===== src/rtl/ipg_pacer_pkg.sv =====
package ipg_pacer_pkg;
  localparam int CSR_DW = 32;
  localparam logic [1:0] RESP_OKAY = 2'b00;
  localparam int OFS_STATUS = 0;
  localparam int OFS_CLEAR  = 4;
  localparam logic [CSR_DW-1:0] CLEAR_MASK = 32'h1;
endpackage


===== src/rtl/ipg_slot_timer.sv =====
module ipg_slot_timer #(
  parameter int GW = 16
) (
  input  logic          clk,
  input  logic          rst,
  input  logic          clr,
  input  logic          start,
  input  logic [GW-1:0] gap,
  output logic          due,
  output logic          slot_now
);
  logic [GW-1:0] cnt_q;
  logic          pend_q;

  always_ff @(posedge clk) begin
    if (rst || clr) begin
      cnt_q  <= '0;
      pend_q <= 1'b0;
    end else if (start) begin
      pend_q <= 1'b1;
      cnt_q  <= (gap == '0) ? '0 : gap - 1'b1;
    end else if (cnt_q != '0) begin
      cnt_q <= cnt_q - 1'b1;
    end
  end

  assign slot_now = pend_q && (cnt_q == '0);
  assign due      = !pend_q || (cnt_q == '0);
endmodule


===== src/rtl/ipg_stream_gate.sv =====
module ipg_stream_gate #(
  parameter int DW = 64
) (
  input  logic            clk,
  input  logic            rst,
  input  logic            active,
  input  logic            due,
  input  logic            slot_now,
  input  logic [DW-1:0]   s_tdata,
  input  logic [DW/8-1:0] s_tkeep,
  input  logic            s_tlast,
  input  logic            s_tvalid,
  output logic            s_tready,
  output logic [DW-1:0]   m_tdata,
  output logic [DW/8-1:0] m_tkeep,
  output logic            m_tlast,
  output logic            m_tvalid,
  input  logic            m_tready,
  output logic            start,
  output logic            miss
);
  logic in_pkt_q;
  logic open_w;
  logic fire_w;

  assign open_w   = in_pkt_q || (active && due);
  assign m_tvalid = s_tvalid && open_w;
  assign s_tready = m_tready && open_w;
  assign m_tdata  = s_tdata;
  assign m_tkeep  = s_tkeep;
  assign m_tlast  = s_tlast;
  assign fire_w   = s_tvalid && s_tready;
  assign start    = fire_w && !in_pkt_q;
  assign miss     = active && slot_now && !start && (in_pkt_q || s_tvalid);

  always_ff @(posedge clk) begin
    if (rst)         in_pkt_q <= 1'b0;
    else if (fire_w) in_pkt_q <= !s_tlast;
  end
endmodule


===== src/rtl/ipg_csr.sv =====
module ipg_csr
  import ipg_pacer_pkg::*;
#(
  parameter int AW = 4
) (
  input  logic              clk,
  input  logic              rst,
  input  logic              miss,
  output logic              clr,
  input  logic [AW-1:0]     awaddr,
  input  logic              awvalid,
  output logic              awready,
  input  logic [CSR_DW-1:0] wdata,
  input  logic              wvalid,
  output logic              wready,
  output logic [1:0]        bresp,
  output logic              bvalid,
  input  logic              bready,
  input  logic [AW-1:0]     araddr,
  input  logic              arvalid,
  output logic              arready,
  output logic [CSR_DW-1:0] rdata,
  output logic [1:0]        rresp,
  output logic              rvalid,
  input  logic              rready
);
  logic warn_q;
  logic wr_fire, rd_fire;

  assign awready = awvalid && wvalid && !bvalid;
  assign wready  = awready;
  assign wr_fire = awready;
  assign arready = !rvalid;
  assign rd_fire = arvalid && arready;
  assign clr     = wr_fire && (awaddr == AW'(OFS_CLEAR)) && ((wdata & CLEAR_MASK) != '0);
  assign bresp   = RESP_OKAY;
  assign rresp   = RESP_OKAY;

  always_ff @(posedge clk) begin
    if (rst) begin
      warn_q <= 1'b0;
      bvalid <= 1'b0;
      rvalid <= 1'b0;
      rdata  <= '0;
    end else begin
      if (clr)       warn_q <= 1'b0;
      else if (miss) warn_q <= 1'b1;
      if (wr_fire)     bvalid <= 1'b1;
      else if (bready) bvalid <= 1'b0;
      if (rd_fire) begin
        rvalid <= 1'b1;
        rdata  <= (araddr == AW'(OFS_STATUS)) ? {{(CSR_DW-1){1'b0}}, warn_q} : '0;
      end else if (rready) begin
        rvalid <= 1'b0;
      end
    end
  end
endmodule


===== src/rtl/ipg_pacer.sv =====
module ipg_pacer
  import ipg_pacer_pkg::*;
#(
  parameter int DW = 64,
  parameter int GW = 16,
  parameter int AW = 4
) (
  input  logic              clk,
  input  logic              rst,
  input  logic              active_i,
  input  logic [DW-1:0]     s_axis_tdata,
  input  logic [DW/8-1:0]   s_axis_tkeep,
  input  logic              s_axis_tlast,
  input  logic              s_axis_tvalid,
  output logic              s_axis_tready,
  input  logic [GW-1:0]     s_axis_gap,
  output logic [DW-1:0]     m_axis_tdata,
  output logic [DW/8-1:0]   m_axis_tkeep,
  output logic              m_axis_tlast,
  output logic              m_axis_tvalid,
  input  logic              m_axis_tready,
  input  logic [AW-1:0]     cfg_awaddr,
  input  logic              cfg_awvalid,
  output logic              cfg_awready,
  input  logic [CSR_DW-1:0] cfg_wdata,
  input  logic              cfg_wvalid,
  output logic              cfg_wready,
  output logic [1:0]        cfg_bresp,
  output logic              cfg_bvalid,
  input  logic              cfg_bready,
  input  logic [AW-1:0]     cfg_araddr,
  input  logic              cfg_arvalid,
  output logic              cfg_arready,
  output logic [CSR_DW-1:0] cfg_rdata,
  output logic [1:0]        cfg_rresp,
  output logic              cfg_rvalid,
  input  logic              cfg_rready
);
  logic sched_due, sched_slot, pkt_start, slot_miss, soft_clr;

  ipg_slot_timer #(.GW(GW)) u_timer (
    .clk(clk), .rst(rst), .clr(soft_clr), .start(pkt_start), .gap(s_axis_gap),
    .due(sched_due), .slot_now(sched_slot)
  );

  ipg_stream_gate #(.DW(DW)) u_gate (
    .clk(clk), .rst(rst), .active(active_i), .due(sched_due), .slot_now(sched_slot),
    .s_tdata(s_axis_tdata), .s_tkeep(s_axis_tkeep), .s_tlast(s_axis_tlast),
    .s_tvalid(s_axis_tvalid), .s_tready(s_axis_tready),
    .m_tdata(m_axis_tdata), .m_tkeep(m_axis_tkeep), .m_tlast(m_axis_tlast),
    .m_tvalid(m_axis_tvalid), .m_tready(m_axis_tready),
    .start(pkt_start), .miss(slot_miss)
  );

  ipg_csr #(.AW(AW)) u_csr (
    .clk(clk), .rst(rst), .miss(slot_miss), .clr(soft_clr),
    .awaddr(cfg_awaddr), .awvalid(cfg_awvalid), .awready(cfg_awready),
    .wdata(cfg_wdata), .wvalid(cfg_wvalid), .wready(cfg_wready),
    .bresp(cfg_bresp), .bvalid(cfg_bvalid), .bready(cfg_bready),
    .araddr(cfg_araddr), .arvalid(cfg_arvalid), .arready(cfg_arready),
    .rdata(cfg_rdata), .rresp(cfg_rresp), .rvalid(cfg_rvalid), .rready(cfg_rready)
  );
endmodule


===== config.mk =====
export PLATFORM = sky130hd
export DESIGN_NAME = ipg_pacer
export DESIGN_NICKNAME = d
export VERILOG_FILES = /design/src/rtl/ipg_pacer_pkg.sv /design/src/rtl/ipg_slot_timer.sv /design/src/rtl/ipg_stream_gate.sv /design/src/rtl/ipg_csr.sv /design/src/rtl/ipg_pacer.sv
export SDC_FILE = /design/constraint.sdc
export NUM_CORES = 1
export LEC_CHECK = 0
export CORE_AREA = 3 3 98 100
export CTS_CLUSTER_SIZE = 20
export DETAILED_ROUTE_END_ITERATION = 6
export DIE_AREA = 0 0 101 103
export HOLD_SLACK_MARGIN = 0.15
export PLACE_DENSITY_LB_ADDON = 0.15
export SYNTH_ARGS = -nofsm -noshare
export SYNTH_HDL_FRONTEND = slang
export SYNTH_SLANG_ARGS = --single-unit

===== constraint.sdc =====
create_clock -name clk -period 2.6 [get_ports clk]
set_input_delay 0.52 -clock clk [delete_from_list [all_inputs] [get_ports clk]]
set_output_delay 0.52 -clock clk [all_outputs]
set_load 0.05 [all_outputs]

==> impl_metrics.py <==
metrics = {
    "sta": {
        "finClkSkew_ps": 7.30,
        "setup_violations": 0,
        "slew-limit-headroom_pct": 66.2,
        "max_clock_freq_mhz": 417,
        "hold_violations": 0,
        "fin_crit_sh_pct": 92.1,
        "layout_setup_ws_ps": 204,
        "grt_setup_unrepaired": "no",
        "slew_viol_final": 0,
        "tightest_slew_ps": 505,
        "finalCriticalPeriod_ps": 2400,
    },
    "place": {
        "portBuffers": 44,
        "dp_cells": 412,
        "placed_cell_area_sq_mm": 0.00251,
        "gp_congestion": 0.750,
        "hpwlAfterDp_um": 4500,
        "pre_cts_slack_ps": -19.4,
    },
    "synthesis": {
        "synth_fa_ha_area_share_pct": 2.10,
        "synth_flop_cell": "dfxtp_1",
        "synth.distinct_cells": 38,
        "synth_edf_count": 0,
        "synth_seq_cells": 22,
        "synth_mux_area_share_pct": 0.420,
        "synthSimpleGateAreaFrac_pct": 21.7,
        "synth_top_area_cell": "buf_4",
        "yosysMostFrequentCell": "buf_4",
        "ys_top_cells_by_area": "buf_4, dfxtp_1, xnor2_1, xor2_1, nor2_1",
        "synth-seq-area-share_pct": 18.5,
        "synthXorXnorAreaFrac_pct": 8.83,
        "syn_area_sq_mm": 0.00238,
        "synth_top_family_by_area": "buffers and inverters",
        "synth.top_cell.area_share_pct": 34.4,
        "synthTopCellsByCount": "buf_4, nor2_1, dfxtp_1",
        "postSynthAreaPerCell_sq_um": 7.71,
        "async_flop_share_pct": 0,
        "synth_compound_area_share_pct": 11.3,
        "synthCells": 309,
        "yosys_warnings": 0,
    },
    "worst_setup_path": {
        "cp.required_ps": 2080,
        "cp-end-kind": "output pin",
        "r2r_cells": 5,
        "critPathArrivalTime_ps": 1880,
        "worst_setup_path_start_kind": "flop",
        "path_max_fanout": 3,
        "crit_type": "reg2out",
    },
    "cells_and_area": {
        "fillers": 966,
        "diodes": 0,
        "seq_area_sq_um": 440,
        "multiInputGateArea_sq_mm": 0.00119,
        "final_layout_size_suffix_gt1_share_pct": 15.6,
        "final_cell_area_sq_mm": 0.00259,
        "fin_cells": 416,
        "utilization_pct": 29.6,
        "layout.nets": 452,
        "syn2layout_area_growth_pct": 8.83,
    },
    "clock_tree": {
        "cts-buffers-inserted": 3,
        "cts_sinks": 22,
        "cts.path.max_buffers": 2,
        "root_buffer": "clkbuf_8",
        "clk_latency_ps": 270,
        "cts_tree": "done",
        "htree_levels": 1,
        "holdBufCountCts": 0,
        "cts_resized": 0,
        "postCtsSetupRepairBufs": 0,
        "clkTransAtPathRegs_ps": 90,
    },
    "global_route": {
        "gr-usage-all-layers_pct": 10.2,
        "antenna_found_initial": 0,
        "grt-ovfl-total": 0,
        "grt_pass1_wl_um": 8610,
        "grt_max_degree": 14,
        "grt_pass1_vias": 1694,
    },
    "routing": {
        "drc": 0,
        "ant_nets": 0,
        "vias": 1895,
        "drtIter0Drc": 64,
        "via_per_inst": 4.56,
        "routed_wl_um": 5480,
        "post_drt_wl_per_cell_um": 13.2,
        "firstDrtPassIters": 4,
    },
    "floorplan": {
        "die_area_sq_mm": 0.0104,
        "start_util_pct": 27.2,
        "design.core.area_sq_mm": 0.00876,
        "die_y_um": 103,
        "pin_count": 255,
        "die_w_um": 101,
        "rows": 34,
    },
    "run_status": {
        "outcome": "complete, no violations",
    },
    "min_path": {
        "whs_path_depth": 2,
        "hold_path_class": "reg2reg",
    },
    "pwr": {
        "ir_drop_uv": 321,
        "powerDensity_mw_per_mm2": 796,
        "p_leak_nw": 1.04,
    },
    "flow_run": {
        "maxCapViolations": 0,
    },
}
==> path summary, 6_finish.rpt <==
kind	start	endpoint	slack (ps)
max	u_timer.cnt_q[0]$_SDFFE_PP0P_	m_axis_tvalid	200
min	u_csr.rdata[0]$_SDFFE_PP0P_	u_csr.rdata[0]$_SDFFE_PP0P_	490
max reg2reg	u_timer.cnt_q[4]$_SDFFE_PP0P_	u_timer.cnt_q[15]$_SDFFE_PP0P_	410
min reg2reg	u_csr.rdata[0]$_SDFFE_PP0P_	u_csr.rdata[0]$_SDFFE_PP0P_	490
==> placed cells by master, fill, tap and decap left out <==
cell type	n
a211oi_1	2
a21o_1	1
a21oi_1	14
a311oi_1	1
a31oi_1	1
a41o_1	1
buf_12	4
buf_4	32
bufinv_16	1
clkbuf_8	3
clkdlybuf4s50_1	39
conb_1	35
dfxtp_1	22
ha_1	4
inv_1	11
mux2i_1	1
nand2_1	10
nand3_1	10
nand4_1	5
nand4_2	1
nand4b_1	1
nor2_1	23
nor2b_1	1
nor3_1	7
nor3b_2	1
nor4_1	12
nor4b_1	4
o21a_1	3
o21ai_0	3
o21ai_1	1
o22a_1	9
o31ai_1	4
or2_2	2
or3_1	4
or3b_2	1
or4_1	7
or4_4	2
or4b_2	1
xnor2_1	12
xor2_1	12
==> cells by family after synthesis <==
kind of cell,after synthesis
DFF,22
other,1
xor gates and xnor gates,24
AOI/OAI and AO/OA,40
muxes,1
adders and majority gates,4
buffers and inverters,125
and+or+nand+nor,92
==> state kept, by name (all words and copies together) (netlist names) <==
register	flops
u_csr.warn_q	1
u_csr.rvalid	1
u_timer.cnt_q	16
u_csr.rdata	1
u_timer.pend_q	1
u_csr.bvalid	1
u_gate.in_pkt_q	1
==> metrics by stage <==
| step | total power [mW] | hold slack, ps | setup TNS [ps] |
|---|---|---|---|
| after floorplan | 1.71 | 441 | 0 |
| after global placement | 1.74 | 473 | -26.5 |
| after detailed placement | 1.73 | 479 | -19.4 |
| after CTS | 2.07 | 495 | 0 |
| after global routing | 2.23 | 518 | 0 |
| final | 2.06 | 487 | 0 |
==> critical path: stages (launching register included) <==
cell and delay [ps]:
dfxtp_1 340, inv_1 110, ha_1 170, nor3b_2 210, a41o_1 290, a21oi_1 110
nor2b_1 210, buf_12 170
==> per-layer routing <==
layer / track usage, % / routed length, um / vias to the layer above
li1: - / - / 927
met1: 13.5 / 2470 / 880
met2: 16.1 / 2560 / 68
met3: 2.84 / 345 / 20
met4: 3.07 / 109 / 0
met5: 0 / 0 / -
==> area by class of cell <==
class	count	share of cell area (%)
Sequential cell	22	17.0
Clock buffer	3	1.59
Timing Repair Buffer	75	27.4
Tap cell	108	5.21
Multi-Input combinational cell	196	46.0
Clock inverter	1	1.16
Inverter	11	1.59
==> power breakdown <==
part	internal [mW]	switching [mW]	leakage, nW
clock network	0.206	0.121	0.0357
logic	0.562	0.622	0.823
registers	0.436	0.115	0.181
total	1.20	0.858	1.04
No activity file was read; power rests on OpenSTA's default activity.
